==> src/rtl/scs_pkg.sv <==
package scs_pkg;

   typedef enum logic [1:0] {
      PH_FRAME  = 2'd0,
      PH_PORT   = 2'd1,
      PH_PARITY = 2'd2
   } phase_e;

   localparam logic [1:0] SYM_FRAME = 2'b11;
   localparam logic [1:0] SYM_CLAMP = 2'b10;

endpackage

==> src/rtl/scs_slot_timer.sv <==
module scs_slot_timer #(
   parameter int SLOW_DIV = 4
) (
   input  logic clk,
   input  logic rst_n,
   input  logic enable,
   input  logic fast_mode,
   output logic slot_go
);

   generate
      if (SLOW_DIV < 1) begin : g_bad_div
         $error("scs_slot_timer: SLOW_DIV must be at least 1");
      end

      if (SLOW_DIV == 1) begin : g_no_div
         logic unused_fast;
         assign unused_fast = fast_mode;
         assign slot_go     = enable;
      end else begin : g_div
         localparam int DIV_W = $clog2(SLOW_DIV);
         localparam logic [DIV_W-1:0] DIV_LAST = DIV_W'(SLOW_DIV - 1);
         logic [DIV_W-1:0] div_q;

         always_ff @(posedge clk or negedge rst_n) begin
            if (!rst_n) begin
               div_q <= '0;
            end else if (!enable || fast_mode) begin
               div_q <= '0;
            end else if (div_q == DIV_LAST) begin
               div_q <= '0;
            end else begin
               div_q <= div_q + 1'b1;
            end
         end

         assign slot_go = enable && (fast_mode || (div_q == '0));
      end
   endgenerate

endmodule

==> src/rtl/scs_cal_walker.sv <==
module scs_cal_walker
   import scs_pkg::*;
#(
   parameter int MAX_CAL = 32,
   parameter int REP_W   = 4,
   localparam int IDX_W  = $clog2(MAX_CAL),
   localparam int LEN_W  = $clog2(MAX_CAL + 1)
) (
   input  logic             clk,
   input  logic             rst_n,
   input  logic             enable,
   input  logic             slot_go,
   input  logic [LEN_W-1:0] cal_len,
   input  logic [REP_W-1:0] cal_rep,
   output phase_e           phase,
   output logic [IDX_W-1:0] idx
);

   localparam logic [IDX_W-1:0] IDX_MAX = IDX_W'(MAX_CAL - 1);

   generate
      if (MAX_CAL < 2) begin : g_bad_cal
         $error("scs_cal_walker: MAX_CAL must be at least 2");
      end
      if (REP_W < 1) begin : g_bad_rep
         $error("scs_cal_walker: REP_W must be at least 1");
      end
   endgenerate

   phase_e           phase_q;
   logic [IDX_W-1:0] idx_q;
   logic [REP_W-1:0] rep_q;
   logic [LEN_W:0]   idx_inc;
   logic [REP_W:0]   rep_inc;
   logic             idx_last;
   logic             rep_last;

   // Compare with >= so that a zero length or repeat count acts as one.
   assign idx_inc  = (LEN_W + 1)'(idx_q) + 1'b1;
   assign rep_inc  = {1'b0, rep_q} + 1'b1;
   assign idx_last = (idx_inc >= {1'b0, cal_len}) || (idx_q == IDX_MAX);
   assign rep_last = (rep_inc >= {1'b0, cal_rep});

   always_ff @(posedge clk or negedge rst_n) begin
      if (!rst_n) begin
         phase_q <= PH_FRAME;
         idx_q   <= '0;
         rep_q   <= '0;
      end else if (!enable) begin
         phase_q <= PH_FRAME;
         idx_q   <= '0;
         rep_q   <= '0;
      end else if (slot_go) begin
         unique case (phase_q)
            PH_FRAME: begin
               phase_q <= PH_PORT;
               idx_q   <= '0;
               rep_q   <= '0;
            end
            PH_PORT: begin
               if (idx_last) begin
                  idx_q <= '0;
                  if (rep_last) begin
                     phase_q <= PH_PARITY;
                     rep_q   <= '0;
                  end else begin
                     rep_q <= rep_q + 1'b1;
                  end
               end else begin
                  idx_q <= idx_q + 1'b1;
               end
            end
            PH_PARITY: begin
               phase_q <= PH_FRAME;
            end
            default: begin
               phase_q <= PH_FRAME;
            end
         endcase
      end
   end

   assign phase = phase_q;
   assign idx   = idx_q;

endmodule

==> src/rtl/scs_dip2.sv <==
module scs_dip2 (
   input  logic       clk,
   input  logic       rst_n,
   input  logic       clear,
   input  logic       accum,
   input  logic [1:0] sym_in,
   output logic [1:0] parity
);

   logic [1:0] acc_q;

   always_ff @(posedge clk or negedge rst_n) begin
      if (!rst_n) begin
         acc_q <= '0;
      end else if (clear) begin
         acc_q <= '0;
      end else if (accum) begin
         acc_q <= acc_q ^ sym_in;
      end
   end

   assign parity = ~acc_q;

endmodule

==> src/rtl/scs_status_seq.sv <==
module scs_status_seq
   import scs_pkg::*;
#(
   parameter int NUM_PORTS = 16,
   parameter int MAX_CAL   = 32,
   parameter int REP_W     = 4,
   parameter int SLOW_DIV  = 4,
   localparam int PORT_W   = $clog2(NUM_PORTS),
   localparam int IDX_W    = $clog2(MAX_CAL),
   localparam int LEN_W    = $clog2(MAX_CAL + 1)
) (
   input  logic                        clk,
   input  logic                        rst_n,
   input  logic                        enable,
   input  logic                        fast_mode,
   input  logic [LEN_W-1:0]            cal_len,
   input  logic [REP_W-1:0]            cal_rep,
   input  logic [MAX_CAL*PORT_W-1:0]   cal_table,
   input  logic [2*NUM_PORTS-1:0]      port_status,
   output logic [1:0]                  stat_sym,
   output logic                        slot_strobe
);

   generate
      if (NUM_PORTS < 2 || (NUM_PORTS & (NUM_PORTS - 1)) != 0) begin : g_bad_ports
         $error("scs_status_seq: NUM_PORTS must be a power of two, at least 2");
      end
   endgenerate

   logic             slot_go;
   phase_e           phase;
   logic [IDX_W-1:0] idx;
   logic [1:0]       parity;
   logic [PORT_W-1:0] entry [MAX_CAL];
   logic [1:0]       pstat [NUM_PORTS];
   logic [PORT_W-1:0] sel_port;
   logic [1:0]       raw_stat;
   logic [1:0]       port_sym;
   logic [1:0]       sym_nxt;
   logic [1:0]       sym_q;
   logic             strobe_q;

   scs_slot_timer #(
      .SLOW_DIV (SLOW_DIV)
   ) u_timer (
      .clk       (clk),
      .rst_n     (rst_n),
      .enable    (enable),
      .fast_mode (fast_mode),
      .slot_go   (slot_go)
   );

   scs_cal_walker #(
      .MAX_CAL (MAX_CAL),
      .REP_W   (REP_W)
   ) u_walker (
      .clk     (clk),
      .rst_n   (rst_n),
      .enable  (enable),
      .slot_go (slot_go),
      .cal_len (cal_len),
      .cal_rep (cal_rep),
      .phase   (phase),
      .idx     (idx)
   );

   for (genvar g = 0; g < MAX_CAL; g++) begin : g_entry
      assign entry[g] = cal_table[g*PORT_W +: PORT_W];
   end

   for (genvar p = 0; p < NUM_PORTS; p++) begin : g_pstat
      assign pstat[p] = port_status[2*p +: 2];
   end

   assign sel_port = entry[idx];
   assign raw_stat = pstat[sel_port];
   assign port_sym = (raw_stat == SYM_FRAME) ? SYM_CLAMP : raw_stat;

   always_comb begin
      unique case (phase)
         PH_FRAME:  sym_nxt = SYM_FRAME;
         PH_PORT:   sym_nxt = port_sym;
         PH_PARITY: sym_nxt = parity;
         default:   sym_nxt = SYM_FRAME;
      endcase
   end

   scs_dip2 u_dip2 (
      .clk    (clk),
      .rst_n  (rst_n),
      .clear  (!enable || (slot_go && phase == PH_FRAME)),
      .accum  (slot_go && phase == PH_PORT),
      .sym_in (port_sym),
      .parity (parity)
   );

   always_ff @(posedge clk or negedge rst_n) begin
      if (!rst_n) begin
         sym_q    <= SYM_FRAME;
         strobe_q <= 1'b0;
      end else if (!enable) begin
         sym_q    <= SYM_FRAME;
         strobe_q <= 1'b0;
      end else begin
         strobe_q <= slot_go;
         if (slot_go) begin
            sym_q <= sym_nxt;
         end
      end
   end

   assign stat_sym    = sym_q;
   assign slot_strobe = strobe_q;

endmodule

==> config.mk <==
export PLATFORM = sky130hd
export DESIGN_NAME = scs_status_seq
export DESIGN_NICKNAME = d
export VERILOG_FILES = /design/src/rtl/scs_pkg.sv /design/src/rtl/scs_slot_timer.sv /design/src/rtl/scs_cal_walker.sv /design/src/rtl/scs_dip2.sv /design/src/rtl/scs_status_seq.sv
export SDC_FILE = /design/constraint.sdc
export NUM_CORES = 1
export LEC_CHECK = 0
export ABC_AREA = 1
export BUFFER_PORTS_ARGS = -buffer_cell sky130_fd_sc_hd__buf_2
export CAP_MARGIN = 10
export CORE_ASPECT_RATIO = 1.75
export CORE_MARGIN = 10
export CORE_UTILIZATION = 49
export DETAILED_ROUTE_END_ITERATION = 8
export GPL_TIMING_DRIVEN = 0
export MAX_ROUTING_LAYER = met4
export PLACE_DENSITY = 0.86
export SETUP_SLACK_MARGIN = 0.5
export SLEW_MARGIN = 25
export SYNTH_ARGS = -nofsm -noshare
export SYNTH_HDL_FRONTEND = slang
export SYNTH_SLANG_ARGS = --single-unit
==> constraint.sdc <==
create_clock -name clk -period 4.4 [get_ports clk]
set_input_delay 0.44 -clock clk [delete_from_list [all_inputs] [get_ports clk]]
set_output_delay 0.44 -clock clk [all_outputs]
set_load 0.02 [all_outputs]
==> impl_results.md, run 1 <==
- Register bit total from synthesis: 18
- Syn Nets: 731
- Row count: 38
- Clock Root Buffer: clkbuf_8
- Leakage: 2.42 nW
- Fin crit share: 0.709
- Vias in the first global route: 4170
- Largest stage delay, worst path: about 420 ps
- TritonCTS clock tree: done
- Synth top area share: 0.259
- Ys Warns: 0
- Count leader, synth: nand2_1
- Worst path slowest cell: buf_1
- Placed Cells: between 700 and 800
- Final setup fails: 0
- Setup TNS: 0 ps
- Core footprint: 6130 um2
- H-tree depth: 1
- CP Cell Sequence: buf_2 -> buf_1 -> nand2_1 -> nor2_1 -> ha_1 -> ha_1 -> a21o_1 -> a21oi_1 -> o211ai_1 -> nor2_1 -> nand2_1 -> inv_1 -> nor2_1 -> inv_1 -> nor2_1 -> a22o_1
- Post-DP HPWL: 9900 um
- Skew-Pair Late Insertion Delay: 250 ps
- Async SR Flop Fraction: 1.00
- Antenna violations before repair: 1
- Nets: 912
- Synth area leaders: nand3_1, nand2_1, dfrtp_1, ha_1, inv_1
- Synth-to-Final Area Change: 33.8%
- Crit path depth: 16
- Worst path bufs/invs: 4
- CP Data Required Time: 4540 ps
- Most frequent CP cell: nor2_1
- Min Tclk post-route: about 3100 ps
- Die width: between 70 and 80 um
- Crit path DAT: 3260 ps
- Port-buffer cells: approximately 180
- Slew headroom: 0.614
- Post-synth cell types: 36
- Max cap viols: 0
- # hold bufs at CTS: 0
- Detail Route Antenna Nets: 0
- Initial core utilization: 0.500
- IO Pins: 177
- Unrepaired setup endpoints after global routing: no
- GPL Wtd Cong: just under 1
- Crit-path max FO: 10
- Status: complete, no violations
- Top_reg_cell synth: dfrtp_1
- CTS clk-pin slew, worst paths: around 60 ps
- Worst vdd ir: between 0.0002 and 0.0003 V
- Crit start category: register
- Crit path capture type: register
- PD cells: 291 nW/um2
- Cts repair resizes: 0
- CP delay by family, top: buffers and inverters
- Fmax achieved: around 0.32 GHz
- Gr ovfl total: 0
- Max Slew Vio Count: 0
- Clk_skew: 0.859 ps
- Syn Inst Count: 538
- DR pass1 iterations: 5
- Wirelength per Cell: 14.9 um
- Sequential area share after synthesis: 0.148
- Hold crit path type: primary input to async pin
- CTS max path bufs: 2
- Vias per Instance: 5.28
- DRC violations left: 0
- Sink Count: 18
- Die area: 9950 um2
- Largest net degree at the start of global routing: 19
- Number of synthesized flops with an enable pin: 0
- Inserted Clock Buffers: 3
- Cells on worst reg2reg path: 16
- DRT Wirelength: ~12000 um
- Measured slew at the worst slew-check pin: 564 ps
- CP Class: register to register
- Setup bufs post-CTS: 0
- Die H: 125 um
- Commonest cells in the netlist: nand2_1, nand3_1, inv_1
- Initial DRC Count: around 280
- Layout cell share with drive strength beyond 1: 0.315
- Final Non-Filler Cells: 799
- Area leader, netlist: nand3_1
- GRT Util Overall: 0.230
- Fillers: 566
- Fin. Hold Viols: 0
- First-pass GRT wire length: 19000 um
- DR vias: 4217
- Synth Cell Area: 3070 um2
- Mapped Avg Cell Area: 5.70 um2
## through the flow
| stage | power (W) | cell area (um2) | worst slack, ps | hold WS [ps] | util |
|---|---|---|---|---|---|
| final | 0.00120 | 4110 | 1280 | 95.2 | 0.670 |
| after global routing | 0.00132 | 4110 | 1020 | 124 | 0.670 |
| after CTS | 0.00119 | 4110 | 1300 | 111 | 0.669 |
| after detailed placement | 0.00105 | 4050 | 1320 | 381 | 0.660 |
| after global placement | 0.00104 | 4050 | 1360 | 379 | 0.660 |
| after floorplan | 0.000829 | 3070 | 1760 | 144 | - |
## worst reg2reg max path: stages (launching register included)
cell	delay, ps
dfrtp_1	340
buf_2	230
buf_1	420
nand2_1	90
nor2_1	110
ha_1	260
ha_1	320
a21o_1	180
a21oi_1	110
o211ai_1	100
nor2_1	130
nand2_1	90
inv_1	150
nor2_1	60
inv_1	150
nor2_1	90
a22o_1	180
## final timing paths
check,from,to,slack (ps)
worst max register to register,u_walker.idx[2],u_walker.rep_q[1],1280
min in group clk,fast_mode,u_timer.g_div.div_q[1],470
max in group asynchronous,rst_n,stat_sym[0],3990
worst min register to register,u_timer.g_div.div_q[0],u_timer.g_div.div_q[0],470
worst max-delay path,u_walker.idx[2],u_walker.rep_q[1],1280
worst min-delay path,rst_n,u_timer.g_div.div_q[1],100
## area by class of cell
class / instances / area [um2] / share of cell area
Multi-Input combinational cell: 430 / 2160 / 0.526
Timing Repair Buffer: 176 / 881 / 0.214
Sequential cell: 18 / 453 / 0.110
Inverter: 61 / 234 / 0.0570
Buffer: 29 / 220 / 0.0536
Tap cell: 80 / 100 / 0.0244
Clock buffer: 4 / 55.1 / 0.0134
Antenna cell: 1 / 2.50 / 0.000609
## registers in the layout, indices dropped and copies added, names as in the netlist
name	cells
u_walker.phase	2
stat_sym	2
u_timer.g_div.div_q	2
u_walker.idx	5
u_walker.rep_q	4
u_dip2.acc_q	2
slot_strobe	1
## where the power goes
group / total, W / internal [W] / switching [W]
clock: 0.000133 / 0.0000795 / 0.0000533
combinational: 0.000845 / 0.000341 / 0.000504
sequential: 0.000218 / 0.000197 / 0.0000212
total: 0.00120 / 0.000617 / 0.000578
## logic make-up after synthesis
kind of cell             Yosys count  share of synthesized area
AND/OR/NAND/NOR                  381                      0.568
buffers and inverters             90                      0.148
AO/OA/AOI/OAI                     27                     0.0501
adder cells (fa/ha/maj)           19                     0.0775
flip-flops                        18                      0.148
XOR/XNOR                           3                    0.00856
## per-layer routing
layer | vias up | share of wire | wire length, um | GRT usage
met1 | 1880 | 0.36 | 4270 | 0.231
met2 | 197 | 0.54 | 6390 | 0.427
met4 | 0 | 0.024 | 280 | 0.0688
met5 | - | 0 | 0 | -
li1 | 2119 | - | - | -
met3 | 21 | 0.078 | 931 | 0.0419
## cells in the final DEF, fill, tap and decap left out, types with 5 or more instances in the layout
cell	count
a21oi_1	7
buf_2	184
buf_4	11
buf_6	8
dfrtp_1	16
ha_1	19
inv_1	55
nand2_1	182
nand3_1	159
nand3_2	5
nor2_1	15
o21ai_0	12
(Power assumes the default switching activity.)
==> inputs of run 2 (changes only) <==
--- a/config.mk
+++ b/config.mk
@@ -10,11 +10,11 @@
 export CAP_MARGIN = 10
 export CORE_ASPECT_RATIO = 1.75
 export CORE_MARGIN = 10
-export CORE_UTILIZATION = 49
+export CORE_UTILIZATION = 46
 export DETAILED_ROUTE_END_ITERATION = 8
 export GPL_TIMING_DRIVEN = 0
 export MAX_ROUTING_LAYER = met4
-export PLACE_DENSITY = 0.86
+export PLACE_DENSITY = 0.81
 export SETUP_SLACK_MARGIN = 0.5
 export SLEW_MARGIN = 25
 export SYNTH_ARGS = -nofsm -noshare
==> constraint.sdc (replaced) <==
create_clock -name clk -period 2.96 [get_ports clk]
set_input_delay 0.296 -clock clk [delete_from_list [all_inputs] [get_ports clk]]
set_output_delay 0.296 -clock clk [all_outputs]
set_load 0.02 [all_outputs]
==> impl_results.md, run 2 (synthesis gave the netlist of run 1 again) <==
- Status: complete, no violations (unchanged)
- DRT Wirelength: 13500 um (was 11900 um)
- Min Tclk post-route: 2560 ps (was 3120 ps)
- DRC violations left: 0 (unchanged)
- Inserted Clock Buffers: 3 (unchanged)
- Final Core Density: 0.712 (was 0.670)
- Initial core utilization: 0.473 (was 0.500)
- Final Non-Filler Cells: 827 (was 799)
- Slew headroom: 0.698 (was 0.614)
- Sink Count: 18 (unchanged)
- CP Data Required Time: 3100 ps (was 4540 ps)
- Clk_skew: 3.42 ps (was 0.859 ps)
- DR vias: 4431 (was 4217)
- Crit start category: register (unchanged)
- Detail Route Antenna Nets: 0 (unchanged)
- Measured slew at the worst slew-check pin: 453 ps (was 564 ps)
- Worst R2R Start: u_walker.idx[0] (was u_walker.idx[2])
- Largest net degree at the start of global routing: 19 (unchanged)
- IO Pins: 177 (unchanged)
- Worst vdd ir: 0.000453 V (was 0.000269 V)
- Core footprint: 6490 um2 (was 6130 um2)
- Initial DRC Count: 217 (was 277)
- Antenna violations before repair: 0 (was 1)
- DR pass1 iterations: 5 (unchanged)
- GRT Util Overall: 0.246 (was 0.230)
- Final Worst Setup Slack: 400 ps (was 1280 ps)
- Crit-path max FO: 6 (was 10)
- CP Class: register to register (unchanged)
- Post-DP HPWL: 10500 um (was 9900 um)
- Skew-Pair Late Insertion Delay: 250 ps (about the same)
- Final setup fails: 0 (unchanged)
- Row count: 39 (was 38)
- TritonCTS clock tree: done (unchanged)
- Overall Power: 0.00216 W (was 0.00120 W)
- Nets: 939 (was 912)
- Most common cell after layout, fill and taps aside: buf_2 (unchanged)
- Synth-to-Final Area Change: 50.6% (was 33.8%)
- Setup TNS: 0 ps (unchanged)
- Fin crit share: 0.865 (was 0.709)
- Fin. Hold Viols: 0 (unchanged)
- Clock Root Buffer: clkbuf_16 (was clkbuf_8)
- Worst setup startpoint: u_walker.idx[0] (was u_walker.idx[2])
- GPL Wtd Cong: 0.926 (was 0.965)
- Wirelength per Cell: 16.3 um (was 14.9 um)
- H-tree depth: 1 (unchanged)
- Antenna cell count: 0 (was 1)
- Vias in the first global route: 4484 (was 4170)
- Gr ovfl total: 0 (unchanged)
- PD cells: 468 nW/um2 (was 291 nW/um2)
- CTS clk-pin slew, worst paths: 50 ps (was 60 ps)
- Leakage: 2.61 nW (was 2.42 nW)
- Unrepaired setup endpoints after global routing: yes (was no)
- Largest register FFs: 5 (unchanged)
- Max cap viols: 0 (unchanged)
- Die area: 10500 um2 (was 9950 um2)
- First-pass GRT wire length: 20500 um (was 19000 um)
- Hold crit path type: primary input to register (was primary input to async pin)
- HP Start: fast_mode
- Die H: 128 um (was 125 um)
- Placed Cells: 796 (was 794)
- Die width: 81.7 um (was 79.8 um)
- Vias per Instance: 5.36 (was 5.28)
- Crit path DAT: 2700 ps (was 3260 ps)
- Fmax achieved: 0.391 GHz (was 0.320 GHz)
- Post-place setup slack: 124 ps (was 1320 ps)
- Port-buffer cells: 176 (unchanged)
- Max Slew Vio Count: 0 (unchanged)
- Layout cell share with drive strength beyond 1: 0.381 (was 0.315)
- Crit path capture type: register (unchanged)
- CTS max path bufs: 2 (unchanged)
- Leading cell types in the layout, fill and taps excluded: buf_2, nand2_1, nand3_1 (unchanged)
==> run 2: layer usage <==
layer  part of all wire  vias to the layer above  global-route usage
met5                  0                        -                   -
met4              0.036                        0              0.0825
met3              0.076                       41              0.0365
met2               0.54                      202               0.466
met1               0.35                     2016               0.240
li1                   -                     2172                   -
==> run 2: final cells by class <==
type                       instances  area, um2
multi-input combinational        430       2320
fill                             611       1870
timing repair buffer             203       1090
sequential                        18        454
buffer                            29        312
inverter                          61        245
tap                               82        103
clock buffer                       4       88.8
==> run 2: repair_timing <==
item	4_1_cts	5_1_grt
setup endpoints to repair	11	15
pin swaps	13	16
hold buffers	1	0
buffers inserted	13	13
gates resized for setup	38	39
hold endpoints to repair	16	0
==> run 2: critical path, cell delays in order (launching register included) <==
cell and delay, ps:
dfrtp_1 380, buf_6 160, inv_8 30, buf_8 120, buf_8 110, buf_8 110, o31ai_4 240, nand2_1 110
inv_2 90, ha_4 130, nand4_1 80, o211ai_1 230, nor2_1 60, nand2_1 90, inv_2 50, nor2_2 120
inv_2 90, a22o_1 240
==> run 2: worst paths after layout <==
path	end	depth (start not counted)	slack, ps
worst min register to register	u_timer.g_div.div_q[0]	1	470
min in group asynchronous	u_timer.g_div.div_q[0]	2	510
worst max register to register	u_walker.rep_q[1]	17	400
worst min-delay path	u_timer.g_div.div_q[1]	3	340
worst max-delay path	u_walker.rep_q[1]	17	400
max in group asynchronous	stat_sym[1]	2	2140
==> run 2: where the power goes <==
part / switching [W] / total (W) / internal (W) / leakage, nW
clock: 0.0000928 / 0.000299 / 0.000206 / 0.0442
combinational: 0.000867 / 0.00153 / 0.000667 / 2.33
sequential: 0.0000347 / 0.000329 / 0.000294 / 0.237
==> run 2: through the flow <==
step | hold WS (ps) | instance area (um2)
floorplan | 0.409 | 3080
global placement | 232 | 4060
detailed placement | 237 | 4060
CTS | 337 | 4400
global route | 371 | 4620
finish | 339 | 4620
